$ cat config.mk
export PLATFORM = sky130hd
export DESIGN_NAME = adcseq_top
export DESIGN_NICKNAME = d
export VERILOG_FILES = /design/src/rtl/adcseq_pkg.sv /design/src/rtl/adcseq_timer.sv /design/src/rtl/adcseq_sched.sv /design/src/rtl/adcseq_result.sv /design/src/rtl/adcseq_top.sv
export SDC_FILE = /design/constraint.sdc
export NUM_CORES = 1
export LEC_CHECK = 0
export ABC_AREA = 1
export BUFFER_PORTS_ARGS = -buffer_cell sky130_fd_sc_hd__buf_2
export CAP_MARGIN = 20
export CORE_ASPECT_RATIO = 0.7
export CORE_MARGIN = 3
export CORE_UTILIZATION = 40
export DETAILED_ROUTE_END_ITERATION = 8
export HOLD_SLACK_MARGIN = 0.06
export SYNTH_ARGS = -nofsm -noshare
export SYNTH_HDL_FRONTEND = slang
export SYNTH_SLANG_ARGS = --single-unit
$ cat constraint.sdc
create_clock -name clk -period 3 [get_ports clk]
set_input_delay 0.3 -clock clk [delete_from_list [all_inputs] [get_ports clk]]
set_output_delay 0.3 -clock clk [all_outputs]
set_load 0.02 [all_outputs]
$ cat src/rtl/adcseq_pkg.sv
package adcseq_pkg;
    localparam int CH_W           = 4;
    localparam int NUM_CH         = 1 << CH_W;
    localparam int SETTLE_PERIODS = 16;
    localparam int RES_W          = 16;
    localparam int CNT_W          = 10;
    localparam logic [CH_W-1:0] SINGLE_MIN = CH_W'(12);

    typedef enum logic [1:0] {
        SEL_CHAN  = 2'd0,
        SEL_EXTRA = 2'd1,
        SEL_DECIM = 2'd2,
        SEL_NONE  = 2'd3
    } wsel_e;

    typedef struct packed {
        logic            extra;
        logic            seq;
        logic [CH_W-1:0] ch;
    } job_t;

    typedef struct packed {
        logic valid;
        job_t job;
    } fin_t;

    // converter periods for one conversion: settle + decimation length
    function automatic logic [CNT_W-1:0] periods_for(input logic [1:0] code);
        return CNT_W'(SETTLE_PERIODS) + (CNT_W'(64) << code);
    endfunction
endpackage

$ cat src/rtl/adcseq_timer.sv
module adcseq_timer
    import adcseq_pkg::*;
#(
    parameter int DIV = 6
) (
    input  logic             clk,
    input  logic             rst,
    input  logic             start,
    input  logic [CNT_W-1:0] periods,
    output logic             done
);
    localparam int DIV_W = (DIV > 1) ? $clog2(DIV) : 1;

    logic             run_q;
    logic [DIV_W-1:0] div_q;
    logic [CNT_W-1:0] cnt_q;
    logic [CNT_W-1:0] len_q;
    logic             tick;

    assign tick = run_q && (div_q == DIV_W'(DIV - 1));
    assign done = tick && (cnt_q == len_q - 1'b1);

    always_ff @(posedge clk) begin
        if (rst) begin
            run_q <= 1'b0;
            div_q <= '0;
            cnt_q <= '0;
            len_q <= '0;
        end else if (start) begin
            run_q <= 1'b1;
            div_q <= '0;
            cnt_q <= '0;
            len_q <= periods;
        end else if (run_q) begin
            if (tick) begin
                div_q <= '0;
                if (done) run_q <= 1'b0;
                else      cnt_q <= cnt_q + 1'b1;
            end else begin
                div_q <= div_q + 1'b1;
            end
        end
    end

    AST_DIV_BOUND: assert property (@(posedge clk) disable iff (rst)
        run_q |-> (div_q < DIV_W'(DIV)));
    AST_DONE_STOPS: assert property (@(posedge clk) disable iff (rst)
        (done && !start) |=> !run_q);
endmodule

$ cat src/rtl/adcseq_sched.sv
module adcseq_sched
    import adcseq_pkg::*;
(
    input  logic            clk,
    input  logic            rst,
    input  logic            wr_en,
    input  logic [1:0]      wr_sel,
    input  logic [CH_W-1:0] wr_data,
    input  logic            done,
    output logic            start,
    output logic            chan_accept,
    output job_t            cur,
    output fin_t            fin
);
    logic            busy_q, left_q, pend_q;
    job_t            cur_q, next_job;
    logic [CH_W-1:0] seq_end_q, nxt_q, pend_ch_q;
    logic            wr_chan, wr_extra, pend_now, left_after;
    logic [CH_W-1:0] pend_ch_now, nxt_after;

    assign wr_chan     = wr_en && (wr_sel == SEL_CHAN);
    assign wr_extra    = wr_en && (wr_sel == SEL_EXTRA);
    assign chan_accept = wr_chan && !busy_q;
    assign pend_now    = pend_q || (wr_extra && busy_q && !cur_q.extra);
    assign pend_ch_now = pend_q ? pend_ch_q : wr_data;
    assign left_after  = cur_q.extra ? left_q
                                     : (cur_q.seq && (cur_q.ch != seq_end_q));
    assign nxt_after   = cur_q.extra ? nxt_q : cur_q.ch + 1'b1;
    assign cur         = cur_q;
    assign fin.valid   = done;
    assign fin.job     = cur_q;

    always_comb begin
        start    = 1'b0;
        next_job = cur_q;
        if (!busy_q) begin
            if (wr_chan) begin
                start          = 1'b1;
                next_job.extra = 1'b0;
                next_job.seq   = (wr_data < SINGLE_MIN);
                next_job.ch    = (wr_data < SINGLE_MIN) ? '0 : wr_data;
            end else if (wr_extra) begin
                start    = 1'b1;
                next_job = '{extra: 1'b1, seq: 1'b0, ch: wr_data};
            end
        end else if (done) begin
            if (pend_now) begin
                start    = 1'b1;
                next_job = '{extra: 1'b1, seq: 1'b0, ch: pend_ch_now};
            end else if (left_after) begin
                start    = 1'b1;
                next_job = '{extra: 1'b0, seq: 1'b1, ch: nxt_after};
            end
        end
    end

    always_ff @(posedge clk) begin
        if (rst) begin
            busy_q    <= 1'b0;
            left_q    <= 1'b0;
            pend_q    <= 1'b0;
            cur_q     <= '0;
            seq_end_q <= '0;
            nxt_q     <= '0;
            pend_ch_q <= '0;
        end else begin
            if (!busy_q) begin
                left_q <= 1'b0;
                pend_q <= 1'b0;
                if (wr_chan) seq_end_q <= wr_data;
            end else if (done) begin
                left_q <= left_after;
                nxt_q  <= nxt_after;
                pend_q <= 1'b0;
            end else begin
                pend_q    <= pend_now;
                pend_ch_q <= pend_ch_now;
            end
            if (start) begin
                busy_q <= 1'b1;
                cur_q  <= next_job;
            end else if (busy_q && done) begin
                busy_q <= 1'b0;
            end
        end
    end

    AST_PEND_NOT_NESTED: assert property (@(posedge clk) disable iff (rst)
        pend_q |-> !cur_q.extra);
    AST_SEQ_CONTINUES: assert property (@(posedge clk) disable iff (rst)
        (done && cur_q.seq && !cur_q.extra && (cur_q.ch != seq_end_q)) |=> busy_q);
    AST_CHAN_IGNORED: assert property (@(posedge clk) disable iff (rst)
        (busy_q && wr_chan) |=> $stable(seq_end_q));
endmodule

$ cat src/rtl/adcseq_result.sv
module adcseq_result
    import adcseq_pkg::*;
#(
    parameter int SAMPLE_W = 12
) (
    input  logic                       clk,
    input  logic                       rst,
    input  fin_t                       fin,
    input  logic signed [SAMPLE_W-1:0] sample_in,
    input  logic                       rd_hi,
    input  logic                       sch_wr,
    input  logic [CH_W-1:0]            sch_wr_val,
    output logic [RES_W-1:0]           result,
    output logic                       eoc,
    output logic [CH_W-1:0]            sch_rd,
    output logic                       irq,
    output logic [NUM_CH-1:0]          dma_ch,
    output logic                       dma_all
);
    localparam int SHIFT = RES_W - SAMPLE_W;

    logic [RES_W-1:0] aligned;
    assign aligned = RES_W'(unsigned'(sample_in)) << SHIFT;

    always_ff @(posedge clk) begin
        if (rst) begin
            result  <= '0;
            eoc     <= 1'b0;
            sch_rd  <= '0;
            irq     <= 1'b0;
            dma_all <= 1'b0;
        end else begin
            irq     <= fin.valid && fin.job.extra;
            dma_all <= fin.valid && !fin.job.extra;
            if (fin.valid) begin
                result <= aligned;
                eoc    <= 1'b1;
                sch_rd <= fin.job.seq ? fin.job.ch + 1'b1 : fin.job.ch;
            end else begin
                if (rd_hi)  eoc    <= 1'b0;
                if (sch_wr) sch_rd <= sch_wr_val;
            end
        end
    end

    for (genvar g = 0; g < NUM_CH; g++) begin : g_dma
        always_ff @(posedge clk) begin
            if (rst) dma_ch[g] <= 1'b0;
            else     dma_ch[g] <= fin.valid && !fin.job.extra && (fin.job.ch == CH_W'(g));
        end
    end

    AST_IRQ_EXCL_DMA: assert property (@(posedge clk) disable iff (rst)
        irq |-> !dma_all);
    AST_IRQ_PULSE: assert property (@(posedge clk) disable iff (rst)
        irq |=> !irq);
    AST_DMA_ONE_CH: assert property (@(posedge clk) disable iff (rst)
        dma_all |-> ($countones(dma_ch) == 1));
    AST_EOC_SET: assert property (@(posedge clk) disable iff (rst)
        fin.valid |=> eoc);
    AST_EOC_CLEAR: assert property (@(posedge clk) disable iff (rst)
        (rd_hi && !fin.valid) |=> !eoc);
    AST_LOW_ZERO: assert property (@(posedge clk) disable iff (rst)
        result[SHIFT-1:0] == '0);
endmodule

$ cat src/rtl/adcseq_top.sv
module adcseq_top
    import adcseq_pkg::*;
#(
    parameter int SAMPLE_W = 12,
    parameter int DIV      = 6
) (
    input  logic                       clk,
    input  logic                       rst,
    input  logic                       wr_en,
    input  logic [1:0]                 wr_sel,
    input  logic [3:0]                 wr_data,
    input  logic                       rd_hi,
    input  logic signed [SAMPLE_W-1:0] sample_in,
    output logic [3:0]                 conv_ch,
    output logic [15:0]                result,
    output logic                       eoc,
    output logic [3:0]                 sch_rd,
    output logic                       irq,
    output logic [15:0]                dma_ch,
    output logic                       dma_all
);
    logic [1:0] dec_q;
    logic       start, done, chan_accept;
    job_t       cur;
    fin_t       fin;

    always_ff @(posedge clk) begin
        if (rst)                                dec_q <= 2'd0;
        else if (wr_en && wr_sel == SEL_DECIM) dec_q <= wr_data[1:0];
    end

    adcseq_sched u_sched (
        .clk(clk), .rst(rst), .wr_en(wr_en), .wr_sel(wr_sel), .wr_data(wr_data),
        .done(done), .start(start), .chan_accept(chan_accept), .cur(cur), .fin(fin)
    );

    adcseq_timer #(.DIV(DIV)) u_timer (
        .clk(clk), .rst(rst), .start(start), .periods(periods_for(dec_q)), .done(done)
    );

    adcseq_result #(.SAMPLE_W(SAMPLE_W)) u_result (
        .clk(clk), .rst(rst), .fin(fin), .sample_in(sample_in), .rd_hi(rd_hi),
        .sch_wr(chan_accept), .sch_wr_val(wr_data), .result(result), .eoc(eoc),
        .sch_rd(sch_rd), .irq(irq), .dma_ch(dma_ch), .dma_all(dma_all)
    );

    assign conv_ch = cur.ch;
endmodule

==> results of run 1 <==
[critical path, cell delays in order, from the launching register on]
cell	delay, ns
dfxtp_1	0.38
inv_1	0.10
ha_1	0.31
xor2_1	0.13
nand2_1	0.07
nor2_2	0.09
nand2_2	0.07
nor2_1	0.11
nand4_1	0.26
buf_4	0.31
a21oi_1	0.16
nor2_1	0.06
[cell usage in the layout (no fill, tap or decap), types with 3 or more instances in the layout]
master / count
nand2_1: 117
nor2_1: 91
dfxtp_1: 77
buf_2: 60
inv_1: 46
nand3_1: 28
o21ai_0: 26
a21oi_1: 26
nand4_1: 10
clkbuf_16: 9
o21ai_1: 8
ha_1: 8
xor2_1: 7
nand2_2: 6
nor3_1: 6
buf_4: 5
inv_2: 4
xnor2_1: 4
inv_6: 4
nand2_4: 4
conb_1: 4
nor2_4: 3
nor2_2: 3
o211ai_1: 3
[power by group through the flow]
stage | Combinational, mW | Clock, mW | Sequential, mW
2_1_floorplan | 0.157 | 0 | 1.08
3_3_place_gp | 0.206 | 0 | 1.09
3_5_place_dp | 0.208 | 0 | 1.09
4_1_cts | 0.209 | 1.13 | 1.06
5_1_grt | 0.237 | 1.19 | 1.07
6_report | 0.210 | 1.11 | 1.06
[per-layer routing]
layer | routed length [um] | GRT usage (%) | vias to the layer above
met5 | 0 | 0 | -
met4 | 91 | 4.938 | 0
met3 | 556 | 4.501 | 8
met2 | 3367 | 25.00 | 95
met1 | 4595 | 26.32 | 1471
li1 | - | - | 1738
[logic make-up (layout without fill, tap and decap cells)]
logic type | after synthesis | after routing
buffers and inverters | 79 | 133
AO/OA/AOI/OAI | 70 | 70
other | 1 | 4
XOR/XNOR | 11 | 11
flip-flops | 77 | 77
AND/OR/NAND/NOR | 274 | 274
adder cells (fa/ha/maj) | 8 | 8
[metrics by stage]
step	cell area, um2	instances
after floorplan	3720	523
after global placement	4043	681
after detailed placement	4043	681
after CTS	4349	697
after global routing	4349	697
final	4349	697
[final cells by class]
class / instances / area [um2] / area share [%]
well taps: 120 / 150.1 / 3.452
repair buffers: 65 / 337.8 / 7.768
multi-input cells: 367 / 1813 / 41.69
inverters: 52 / 200.2 / 4.603
clock buffers: 9 / 225.2 / 5.178
clock inverters: 7 / 81.33 / 1.870
flip-flops and latches: 77 / 1541 / 35.44
[worst paths after layout]
check	depth (start not counted)	end	startpoint	slack, ns
max	11	u_sched.cur[3]$_SDFFE_PP0P_	u_timer.len_q[4]$_SDFFE_PP0P_	0.82
min	2	u_result.eoc$_SDFFE_PP0P_	rd_hi	0.16
max reg2reg	11	u_sched.cur[3]$_SDFFE_PP0P_	u_timer.len_q[4]$_SDFFE_PP0P_	0.82
min reg2reg	2	u_result.eoc$_SDFFE_PP0P_	u_result.eoc$_SDFFE_PP0P_	0.47
[registers in the layout, indices dropped and copies added, names as in the netlist]
name               count
u_result.irq           1
u_sched.cur            6
u_sched.pend_ch_q      4
u_sched.seq_end_q      4
dec_q                  2
u_sched.left_q         1
u_sched.pend_q         1
u_timer.div_q          3
u_result.sch_rd        4
u_timer.len_q          5
u_timer.run_q          1
u_sched.nxt_q          4
u_result.result       12
u_result.dma_all       1
u_result.dma_ch       16
u_result.eoc           1
u_sched.busy_q         1
u_timer.cnt_q         10
==> out/metrics.cfg, run 1 <==
[drt]
ant_nets = 0
routed_wl_mm = 8.610
drtIter0Drc = 251
viasPerCell = 4.752
vias = 3312
wire_per_inst_um = 12.35
drc = 0
first_pass_iters = 4

[finish]
drive_gt1_share_pct = 19.24
area_delta_synth_final_pct = 17.27
n_fill_cell = 869
antenna_cells = 0
nNetsFinal = 602
final_util_pct = 49.86

[placement]
dp_slack_ns = 0.8549
gp_routability_congestion = 0.8680
hpwl_mm = 6.404
io_buffers = 60

[sta]
fin_ws_ns = 0.8243
rsz0062_at_grt = no
relSlewSlack_pct = 49.20
fin_tns_setup_ns = 0
fmax_ghz = 0.4596
min_period_ns = 2.176
finalClockSkew_ns = 0.006418
drv_slew = 0
finalCritPeriodShare_pct = 72.52
holdWs_ns = 0.1577
hold_viol_final = 0
setup_viol = 0
tightest_slew_ns = 0.7612

[clock_network]
insertion_delay_ns = 0.34
cts_tree = yes
htreeDepth = 3
cts-buffers-inserted = 9
cts_hold_repair.buffers = 0
clock-sinks = 77
clock-root-buffer = clkbuf_16
cts.path.max_buffers = 2
clkTransAtPathRegs_ns = 0.06
post_cts_buffers = 0
cts_resized = 0

[synthesis]
ys.flop_type = dfxtp_1
synth_common_cells = nand2_1 (117), nor2_1 (91), dfxtp_1 (77)
yosysUniqueCellTypes = 37
async_flop_share_pct = 0
synth_top_family_by_area = simple AND/OR/NAND/NOR gates
yosys_register_bits = 77
synth.most_common_cell = nand2_1
synth_compound_area_share_pct = 10.59
synth_mux_area_share_pct = 0
synth_area_mm2 = 0.003709
synthSimpleGateAreaFrac_pct = 32.59
synth_fa_ha_area_share_pct = 2.699
yosysSeqAreaShare_pct = 41.57
synth_xor_area_share_pct = 2.598
synth_cells = 520
synth_edf_count = 0
synthTopCellsByArea = dfxtp_1 (42%), nand2_1 (12%), nor2_1 (9.2%), inv_1 (4.7%), nand3_1 (3.8%)
synth_largest_area_cell = dfxtp_1
synth_top_area_share_pct = 41.57
synth.avg_cell_area_um2 = 7.132
yosysWarnings = 0

[power]
clock_power_share_pct = 46.5
power_frac_seq_pct = 44.7
vdd_ir_drop_max_uv = 272.5
internal_power_mw = 1.768
total_power_mw = 2.381
power_density_mw_per_mm2 = 547.4
swShare_pct = 25.74
p_leak_nw = 2.086
combPwrFrac_pct = 8.8
p_sw_uw = 612.8

[setup_path]
critPathKind = reg2reg
path_max_fanout = 14
start_kind = register
crit_arrival_ns = 2.40
required_ns = 3.23
critPathCaptureType = register

[grt]
antenna_found_initial = 0
grt_usage_pct = 17.64
grt_start_max_net_pins = 27
gr-total-overflow = 0
grt_pass1_wl_mm = 14.85
first_global_vias = 3090

[run_status]
run_status = finished clean

[floorplanning]
ioPinCount = 65
fp.dieH_um = 86.56
start_util_pct = 42.51
row_count = 28
core_area_mm2 = 0.008723
fp.dieW_um = 121.1
fp.dieArea_mm2 = 0.01048

[hold_path]
hold_class = in2reg

[run]
maxCapViolations = 0

Power figures use the tool's default switching activity.
==> run 2, diff against run 1 <==
--- a/config.mk
+++ b/config.mk
@@ -5,7 +5,7 @@
 export SDC_FILE = /design/constraint.sdc
 export NUM_CORES = 1
 export LEC_CHECK = 0
-export ABC_AREA = 1
+export ABC_AREA = 0
 export BUFFER_PORTS_ARGS = -buffer_cell sky130_fd_sc_hd__buf_2
 export CAP_MARGIN = 20
 export CORE_ASPECT_RATIO = 0.7
==> constraint.sdc (replaced) <==
create_clock -name clk -period 2.2 [get_ports clk]
set_input_delay 0.22 -clock clk [delete_from_list [all_inputs] [get_ports clk]]
set_output_delay 0.22 -clock clk [all_outputs]
set_load 0.02 [all_outputs]
==> run 2 against run 1 <==
Effect of this change: the run now ends with setup timing left; worst setup slack worse by 0.90 ns; synthesized cell count decreased by 24%; critical path depth fell by 1; worst hold slack worse by 0.034 ns; clock power rose by 58%; design area increased by 3.2%; clock skew up 0.0010 ns; synthesized area fell by 6.7%; highest routed layer unchanged.
==> out/metrics.cfg, run 2 <==
[clock_network]
cts_hold_repair.buffers = 0
clock-root-buffer = clkbuf_16
cts.path.max_buffers = 2
insertion_delay_ns = 0.34
cts-buffers-inserted = 9
cts_tree = yes
htreeDepth = 3
clkTransAtPathRegs_ns = 0.06
clock-sinks = 77

[sta]
finalCritPeriodShare_pct = 103.6
hold_viol_final = 0
rsz0062_at_grt = yes
drv_slew = 0
min_period_ns = 2.280
fin_ws_ns = -0.07953
relSlewSlack_pct = 63.10
setup_viol = 21
tightest_slew_ns = 0.5535
holdWs_ns = 0.1241
finalClockSkew_ns = 0.007419
fmax_ghz = 0.4387

[placement]
dp_slack_ns = -0.1350
io_buffers = 60
gp_routability_congestion = 0.8115
hpwl_mm = 5.891

[finish]
largest_register = u_result.dma_ch
layout_commonest_cell = dfxtp_1
layout_common_cells = dfxtp_1 (76), buf_2 (61), nand2_1 (50)
n_fill_cell = 733
antenna_cells = 0
multi_input_area_mm2 = 0.001777
ff_latch_area_mm2 = 0.001543
area_delta_synth_final_pct = 29.69
nNetsFinal = 504
drive_gt1_share_pct = 26.30
largest_reg_flops = 16
top_regs = u_result.dma_ch x16, u_result.result x12, u_timer.cnt_q x10

[synthesis]
synth_top_area_share_pct = 44.56
yosysUniqueCellTypes = 47
yosys_register_bits = 77
synthTopCellsByArea = dfxtp_1 (45%), nand2_1 (5.4%), nor2_1 (5.1%), mux2i_1 (4.6%), xnor2_1 (4.1%)
yosysSeqAreaShare_pct = 44.56
synth_cells = 397
ys.flop_type = dfxtp_1
async_flop_share_pct = 0
synth.avg_cell_area_um2 = 8.714
synth_common_cells = dfxtp_1 (77), nand2_1 (50), nor2_1 (47)
synth_edf_count = 0
yosysWarnings = 0
synth_area_mm2 = 0.003460
synth.most_common_cell = dfxtp_1
synth_largest_area_cell = dfxtp_1

[drt]
vias = 2954
wl_met1_mm = 4.358
first_pass_iters = 4
drtIter0Drc = 188
routed_wl_mm = 8.359
drc = 0
wl_met2_mm = 3.248
routed-wl-met3_um = 637
wire_per_inst_um = 14.05
viasPerCell = 4.965
highest_layer = met4
ant_nets = 0

[run_status]
violations = setup timing
run_status = complete, but fails checks

[setup_path]
critPathKind = reg2reg
cp_slowest_cell = a2111oi_4
crit_chain = inv_2 -> ha_4 -> xnor2_4 -> a2111oi_4 -> nand4_4 -> o31ai_4 -> buf_4 -> buf_6 -> buf_6 -> a211oi_1
slowest_delay_ns = 0.41
start_kind = register
cpMostUsedCell = buf_6
critPathCaptureType = register
crit_arrival_ns = 2.47
worst-path-buf-inv = 4
critical-path-top-delay-family = compound AO/OA/AOI/OAI gates
path_max_fanout = 5
required_ns = 2.39

[grt]
antenna_found_initial = 0
grt_usage_pct = 17.48
gr-total-overflow = 0
grt_pass1_wl_mm = 13.45
first_global_vias = 2733
grt_start_max_net_pins = 28

[power]
clock_power_share_pct = 49.7
p_leak_nw = 1.890
combPwrFrac_pct = 9.3
swShare_pct = 22.40
vdd_ir_drop_max_uv = 504.6
power_frac_seq_pct = 41.0
internal_power_mw = 2.733
p_sw_uw = 788.9
power_density_mw_per_mm2 = 785.0

[hold_path]
hold_class = in2reg

[floorplanning]
ioPinCount = 65
fp.dieW_um = 117.2
start_util_pct = 42.49
fp.dieH_um = 83.81
core_area_mm2 = 0.008142
fp.dieArea_mm2 = 0.009819
row_count = 27

[run]
maxCapViolations = 0

==> run 2: cell types whose count changed in the layout (fill, tap and decap cells not counted), sizes merged, moves of 9 or more <==
cell,before,now
nand2,127,50
nor2,98,47
inv,54,9
buf,65,96
o21ai,36,7
nand3,30,11
mux2i,0,16
a211oi,0,12
xnor2,4,16
nor3,6,17
and3,0,9
==> run 2: stage by stage <==
stage	cell area, um2	cells	TNS, ns	total power, mW	util (%)
after global placement	3978	572	-0.1138	1.768	48.86
after CTS	4387	590	-0.04239	3.537	53.88
final	4487	595	-0.4643	3.522	55.11
after floorplan	3471	400	0	1.679	-
after global routing	4487	595	-4.497	3.647	55.11
after detailed placement	3978	572	-1.303	1.771	48.86
==> run 2: layout make-up <==
cell class,instances,share of cell area [%]
clock buffer,11,5.633
clock inverter,5,2.370
inverter,9,0.7529
multi-input combinational,280,39.60
sequential,77,34.38
tap,116,3.235
timing repair buffer,97,14.03
==> run 2: routing by layer <==
metal  GRT usage (%)  vias up
li1                -     1497
met4           6.146        0
met2           22.38       96
met5               0        -
met1           26.56     1351
met3           5.942       10
==> run 2: power groups by stage <==
stage	sequential [mW]	combinational [mW]	clock (mW)
after floorplan	1.47	0.208	0
after global placement	1.47	0.297	0
after detailed placement	1.47	0.299	0
after CTS	1.44	0.314	1.78
after global routing	1.45	0.364	1.84
final	1.44	0.329	1.75
==> run 2: repair_timing <==
| action | 4_1_cts | 5_1_grt |
|---|---|---|
| gates cloned | 1 | 1 |
| pin swaps | 1 | 2 |
| gates resized for setup | 6 | 13 |
| buffers inserted | 1 | 4 |
| endpoints found under the setup margin | 38 | 39 |
==> run 2: worst register-to-register path, delay by kind of cell (launching register included) <==
| kind | cells | cell delay, ns |
|---|---|---|
| AOI/OAI and AO/OA | 3 | 0.79 |
| and+or+nand+nor | 1 | 0.19 |
| DFF | 1 | 0.35 |
| adders and majority gates | 1 | 0.25 |
| buffers and inverters | 4 | 0.42 |
| xor gates and xnor gates | 1 | 0.13 |
==> run 2: kinds of logic (layout without fill, tap and decap cells) <==
| family | Yosys count | after routing | share of synthesized area, % |
|---|---|---|---|
| xor gates and xnor gates | 27 | 27 | 7.269 |
| and+or+nand+nor | 163 | 163 | 22.24 |
| muxes | 16 | 16 | 4.629 |
| DFF | 77 | 77 | 44.56 |
| AOI/OAI and AO/OA | 62 | 62 | 12.22 |
| buffers and inverters | 43 | 122 | 6.076 |
| other | 1 | 4 | 0.1084 |
| adders and majority gates | 8 | 8 | 2.893 |
==> run 2: final timing paths <==
kind / start / to / slack, ns / depth (start not counted)
setup / recovery: u_timer.len_q[4]$_SDFFE_PP0P_ / u_sched.cur[1]$_SDFFE_PP0P_ / -0.08 / 10
hold / removal: sample_in[3] / u_result.result[7]$_SDFFE_PP0P_ / 0.12 / 3
setup reg to reg: u_timer.len_q[4]$_SDFFE_PP0P_ / u_sched.cur[1]$_SDFFE_PP0P_ / -0.08 / 10
hold reg to reg: u_result.result[11]$_SDFFE_PP0P_ / u_result.result[11]$_SDFFE_PP0P_ / 0.45 / 2
